**config.mk**
```make
export PLATFORM = sky130hd
export DESIGN_NAME = lcd_level_encoder
export DESIGN_NICKNAME = d
export VERILOG_FILES = /design/src/rtl/lcdlvl_pkg.sv /design/src/rtl/lcd_lvl_select.sv /design/src/rtl/lcd_com_encoder.sv /design/src/rtl/lcd_seg_encoder.sv /design/src/rtl/lcd_level_encoder.sv
export SDC_FILE = /design/constraint.sdc
export NUM_CORES = 1
export LEC_CHECK = 0
export ABC_CLOCK_PERIOD_IN_PS = 1900
export BUFFER_PORTS_ARGS = -buffer_cell sky130_fd_sc_hd__clkbuf_2
export CAP_MARGIN = 20
export CORE_MARGIN = 2
export CORE_UTILIZATION = 39
export DETAILED_ROUTE_END_ITERATION = 6
export GPL_TIMING_DRIVEN = 0
export PLACE_DENSITY = 0.76
export SKIP_CTS_REPAIR_TIMING = 1
export SYNTH_ARGS = -nofsm -noshare
export SYNTH_HDL_FRONTEND = slang
export SYNTH_SLANG_ARGS = --single-unit
```
**constraint.sdc**
```tcl
create_clock -name clk -period 1.9 [get_ports clk]
set_clock_uncertainty 0.15 [all_clocks]
set_input_delay 0.19 -clock clk [delete_from_list [all_inputs] [get_ports clk]]
set_output_delay 0.19 -clock clk [all_outputs]
set_load 0.05 [all_outputs]
```
**src/rtl/lcdlvl_pkg.sv**
```systemverilog
package lcdlvl_pkg;

    // Two-bit rail selection code driven per electrode.
    typedef enum logic [1:0] {
        LVL_GND     = 2'b00,
        LVL_BIAS_LO = 2'b01,
        LVL_BIAS_HI = 2'b10,
        LVL_RAIL    = 2'b11
    } drv_lvl_e;

    // Rail choice for each electrode role in the current cycle.
    typedef struct packed {
        drv_lvl_e com_sel;
        drv_lvl_e com_idle;
        drv_lvl_e seg_on;
        drv_lvl_e seg_off;
    } lvl_set_t;

    localparam logic [1:0] STATIC_OFF_CODE = LVL_BIAS_LO;

    localparam lvl_set_t SET_STATIC_OFF = '{
        com_sel:  LVL_BIAS_LO,
        com_idle: LVL_BIAS_LO,
        seg_on:   LVL_BIAS_LO,
        seg_off:  LVL_BIAS_LO
    };

    localparam lvl_set_t SET_FRAME_A = '{
        com_sel:  LVL_RAIL,
        com_idle: LVL_BIAS_LO,
        seg_on:   LVL_GND,
        seg_off:  LVL_BIAS_HI
    };

    localparam lvl_set_t SET_FRAME_B = '{
        com_sel:  LVL_GND,
        com_idle: LVL_BIAS_HI,
        seg_on:   LVL_RAIL,
        seg_off:  LVL_BIAS_LO
    };

    // Pick the rail set for the current mode; blanking folds the lit
    // segment level onto the dark one of the same frame.
    function automatic lvl_set_t pick_levels(input logic frame_b,
                                             input logic blank,
                                             input logic force_off);
        lvl_set_t s;
        if (force_off) begin
            s = SET_STATIC_OFF;
        end else begin
            s = frame_b ? SET_FRAME_B : SET_FRAME_A;
            if (blank) begin
                s.seg_on = s.seg_off;
            end
        end
        return s;
    endfunction

endpackage

```
**src/rtl/lcd_lvl_select.sv**
```systemverilog
module lcd_lvl_select
    import lcdlvl_pkg::*;
(
    input  logic     frame_b,
    input  logic     blank,
    input  logic     force_off,
    output lvl_set_t lvl_set
);

    always_comb begin
        lvl_set = pick_levels(frame_b, blank, force_off);
    end

endmodule

```
**src/rtl/lcd_com_encoder.sv**
```systemverilog
module lcd_com_encoder
    import lcdlvl_pkg::*;
#(
    parameter int N_COM = 16,
    localparam int ROW_W = $clog2(N_COM)
) (
    input  logic [ROW_W-1:0]   row_idx,
    input  lvl_set_t           lvl_set,
    output logic [2*N_COM-1:0] com_code
);

    for (genvar k = 0; k < N_COM; k++) begin : g_com
        always_comb begin
            if (row_idx == ROW_W'(k)) begin
                com_code[2*k +: 2] = lvl_set.com_sel;
            end else begin
                com_code[2*k +: 2] = lvl_set.com_idle;
            end
        end
    end

endmodule

```
**src/rtl/lcd_seg_encoder.sv**
```systemverilog
module lcd_seg_encoder
    import lcdlvl_pkg::*;
#(
    parameter int N_SEG = 64
) (
    input  logic [N_SEG-1:0]   row_data,
    input  lvl_set_t           lvl_set,
    output logic [2*N_SEG-1:0] seg_code
);

    for (genvar i = 0; i < N_SEG; i++) begin : g_seg
        always_comb begin
            if (row_data[i]) begin
                seg_code[2*i +: 2] = lvl_set.seg_on;
            end else begin
                seg_code[2*i +: 2] = lvl_set.seg_off;
            end
        end
    end

endmodule

```
**src/rtl/lcd_level_encoder.sv**
```systemverilog
module lcd_level_encoder
    import lcdlvl_pkg::*;
#(
    parameter int N_COM = 16,
    parameter int N_SEG = 64,
    localparam int ROW_W = $clog2(N_COM)
) (
    input  logic               clk,
    input  logic               rst,
    input  logic [ROW_W-1:0]   row_idx,
    input  logic               frame_b,
    input  logic [N_SEG-1:0]   row_data,
    input  logic               blank,
    input  logic               force_off,
    output logic [2*N_COM-1:0] com_lvl,
    output logic [2*N_SEG-1:0] seg_lvl
);

    lvl_set_t           lvl_set;
    logic [2*N_COM-1:0] com_next;
    logic [2*N_SEG-1:0] seg_next;

    lcd_lvl_select u_select (
        .frame_b   (frame_b),
        .blank     (blank),
        .force_off (force_off),
        .lvl_set   (lvl_set)
    );

    lcd_com_encoder #(.N_COM(N_COM)) u_com (
        .row_idx  (row_idx),
        .lvl_set  (lvl_set),
        .com_code (com_next)
    );

    lcd_seg_encoder #(.N_SEG(N_SEG)) u_seg (
        .row_data (row_data),
        .lvl_set  (lvl_set),
        .seg_code (seg_next)
    );

    always_ff @(posedge clk) begin
        if (rst) begin
            com_lvl <= {N_COM{STATIC_OFF_CODE}};
            seg_lvl <= {N_SEG{STATIC_OFF_CODE}};
        end else begin
            com_lvl <= com_next;
            seg_lvl <= seg_next;
        end
    end

endmodule

```
# == After elaboration in Yosys (flattened, before gate mapping) ==
# Index checks and enable logic that the tools add are counted.
# totals
input_bits,73
reg_bits,160
wordCells,101
out_inout_bits,160
# classes
n_eq_ne,15
n_mux,83
reduce_logical,1
# op_table
cell,n
$mux W2,81
$eq A4 B4 Y1 const B,8
$eq A4 B3 Y1 const B,4
$mux W8,2
$eq A4 B2 Y1 const B,2
$eq A4 B1 Y1 const B,1
$logic_not A4 Y1,1

# == Depth between registers and ports, before layout ==
# depth
word_depth,4
depth_mapped,5
mapped_depth_nobuf,3

# == Cells and area by module ==
# A second synthesis with hierarchy kept.
# unflattened
cells_unflattened,558
area_unflattened_um2,6665.1
# by_module_without_submodules
mod,area_per_inst_um2,instances,cells_per_inst,seq_area_each_um2
lcd_level_encoder,4344.2,1,337,3203.1
lcd_seg_encoder,1606.5,1,156,0.0
lcd_com_encoder,656.9,1,56,0.0
lcd_lvl_select,57.6,1,9,0.0

# == Least setup slack after synthesis ==
# OpenSTA, ideal clock, no wires.
# synth_timing
path_kind,flip-flop to output port
from,reg seg_lvl[126] (netlist name)
to,out seg_lvl[100]
t_required_ps,1560
t_arrival_ps,2021
setup_slack_ps,-461
path_stages_with_launch,2
n_path_buf,1
cell_sequence,dfxtp_1 > buf_4
# synth_rtl
item,line,rtl
"end, declared",lcd_level_encoder.sv:16,output logic [2*N_SEG-1:0] seg_lvl

==> out/results.tsv <==
stage	metric	value	unit
clocking	clk buf depth	2	
layout	diode count	0	
layout	Layout area overhead	43.1	%
status	failing checks	negative hold slack	
yosys	synth unique cells	15	
detailed_routing	Vias	3301	
floorplanning	Site Rows	36	
worst_setup_path	Worst Path Max Fanout	18	
layout	filler cell count	871	
layout	cell area after layout	5500	sq um
timing	setup violators final	0	
yosys	ys flop type	dfxtp_1	
status	status	complete, but fails checks	
timing	post-layout min period	1.81	ns
yosys	Yosys top cell by area	dfxtp_1	
detailed_routing	WL/cell	11.3	microns
timing	Setup TNS	0	ns
timing	final hold slack	-0.0229	ns
worst_setup_path	Worst Path Buf+Inv	3	
pwr	Power Density	795	nW/um^2
worst_setup_path	CP startpoint kind	flip-flop	
worst_setup_path	CP required	1.56	ns
floorplanning	die area	10700	sq um
clocking	# H-tree levels	3	
placement	detailed placement HPWL	7000	microns
pwr	P_leak	2.68	nW
yosys	Syn Std Cell Area	3840	sq um
layout	ratio of cells with drive above 1 in the final layout	0.501	
detailed_routing	Initial DRC Count	27	
clocking	Sink Count	82	
detailed_routing	DRC Markers	0	
worst_setup_path	Crit path max-delay family	buffers and inverters	
placement	Placed Area	5170	sq um
detailed_routing	Routed Antenna Nets	0	
global_route	first-pass GRT wire length	12400	microns
floorplanning	Die H	103	microns
placement	RD Place Congestion	0.801	
detailed_routing	Routed Wire Length	9110	microns
timing	relative slew slack	0.653	
yosys	Syn Inst Count	418	
floorplanning	io pins	233	
yosys	post-synthesis sequential area ratio	0.427	
timing	Fmax	553	MHz
yosys	Synth top area share	0.427	
clocking	root buffer cell	clkbuf_8	
detailed_routing	drt first pass iters	4	
timing	Fin. Hold Viols	23	
global_route	antenna violations before repair	0	
clocking	CTS Buf Count	9	
yosys	count leader, synth	buf_4	
yosys	leading post-synthesis cells by cell area	dfxtp_1 43%, buf_4 16%, xnor2_1 15%	
yosys	Post-synth ARST share	0	
timing	final slew viol count	0	
worst_setup_path	Max stage delay on crit path	0.50	ns
layout	Reg area	1650	sq um
job	Max-cap violations	0	
pwr	maximum VDD drop	421	uV
worst_setup_path	Crit-path slowest cell	dfxtp_4	
yosys	Post-synth EDFFs	0	
clocking	CTS clk-pin slew, worst paths	0.09	ns
timing	pin slew with the least headroom to its limit	0.520	ns
layout	final net count	744	
timing	fin crit share	0.951	
floorplanning	Die Wd	103	microns
floorplanning	Core Area	9680	sq um
yosys	Mapped Avg Cell Area	9.19	sq um
worst_setup_path	Data arrival, critical path	1.47	ns
detailed_routing	vias per std cell	4.08	
placement	PortBufs	231	
global_route	total congestion overflow	0	
worst_setup_path	CP cell instances	buf_6 > buf_4 > clkbuf_2	
global_route	largest net degree at the start of global routing	65	
yosys	most common library cells after synthesis	84 x buf_4, 82 x dfxtp_1, 74 x nor2_1	
yosys	FF+latch count, synth	82	
layout	footprint of the multi-input gates	1480	sq um
yosys	Ys Warns	0	
worst_setup_path	CP endpoint kind	output pin	
worst_setup_path	path type of the worst setup path	reg2out	
global_route	vias in the first global route	2759	
min_path	worst min-delay path category	in2reg	
yosys	syn_nets	491	
floorplanning	initial core utilization	0.397	
clocking	CTS tree	built	
global_route	GRT Total Usage	0.156	
-- cells in the final DEF, fill, tap and decap left out, drive strengths merged --
master	synthesis	layout
inv	0	2
mux2i	16	16
nand2b	68	68
nor4	1	1
clkinv	0	2
nor3	6	6
or3	1	1
clkbuf	9	249
dfxtp	82	82
nor2	74	74
nand2	3	3
dlygate4sd3	0	9
xnor2	64	64
or2	1	1
clkinvlp	0	2
bufinv	0	1
buf	93	95
-- layout make-up --
cell class,instances,area share
clock buffers,9,0.0225
repair buffers,242,0.234
flip-flops and latches,82,0.299
well taps,133,0.0303
plain buffers,102,0.130
clock inverters,7,0.0139
multi-input cells,234,0.270
-- report_power, final --
group          internal [W]  leakage [nW]  switching (W)
Combinational      0.000408          1.91       0.000838
Clock              0.000616        0.0962       0.000669
Sequential          0.00181         0.674      0.0000322
-- flip-flops by register name (all words and copies together), names as in the netlist --
signal   cells
seg_lvl     65
com_lvl     17
-- cells by family after synthesis --
| logic type | Yosys count | synth area share |
|---|---|---|
| xor gates and xnor gates | 64 | 0.146 |
| buffers and inverters | 102 | 0.187 |
| DFF | 82 | 0.427 |
| muxes | 16 | 0.0417 |
| and+or+nand+nor | 154 | 0.199 |
-- metal layers --
metal,up-vias,GRT usage,part of all wire
met2,147,0.275,0.51
met3,9,0.0786,0.11
li1,1694,-,-
met5,-,0,0
met1,1451,0.157,0.37
met4,0,0.0577,0.013
-- stage by stage --
stage / setup slack (ns) / total power (W) / cells / util
6_report: 0.0926 / 0.00437 / 809 / 0.568
5_1_grt: -0.00338 / 0.00456 / 809 / 0.568
4_1_cts: -0.386 / 0.00441 / 798 / 0.554
3_5_place_dp: 0.0378 / 0.00312 / 782 / 0.533
3_3_place_gp: 0.144 / 0.00309 / 782 / 0.533
2_1_floorplan: 0.219 / 0.00283 / 418 / -
-- path summary, 6_finish.rpt --
check / start / to / depth (start not counted)
hold / removal: row_data[63] / seg_lvl[127] / 4
setup / recovery: seg_lvl[126] / seg_lvl[98] / 3
Note: power is estimated with default switching activity, not from simulation.
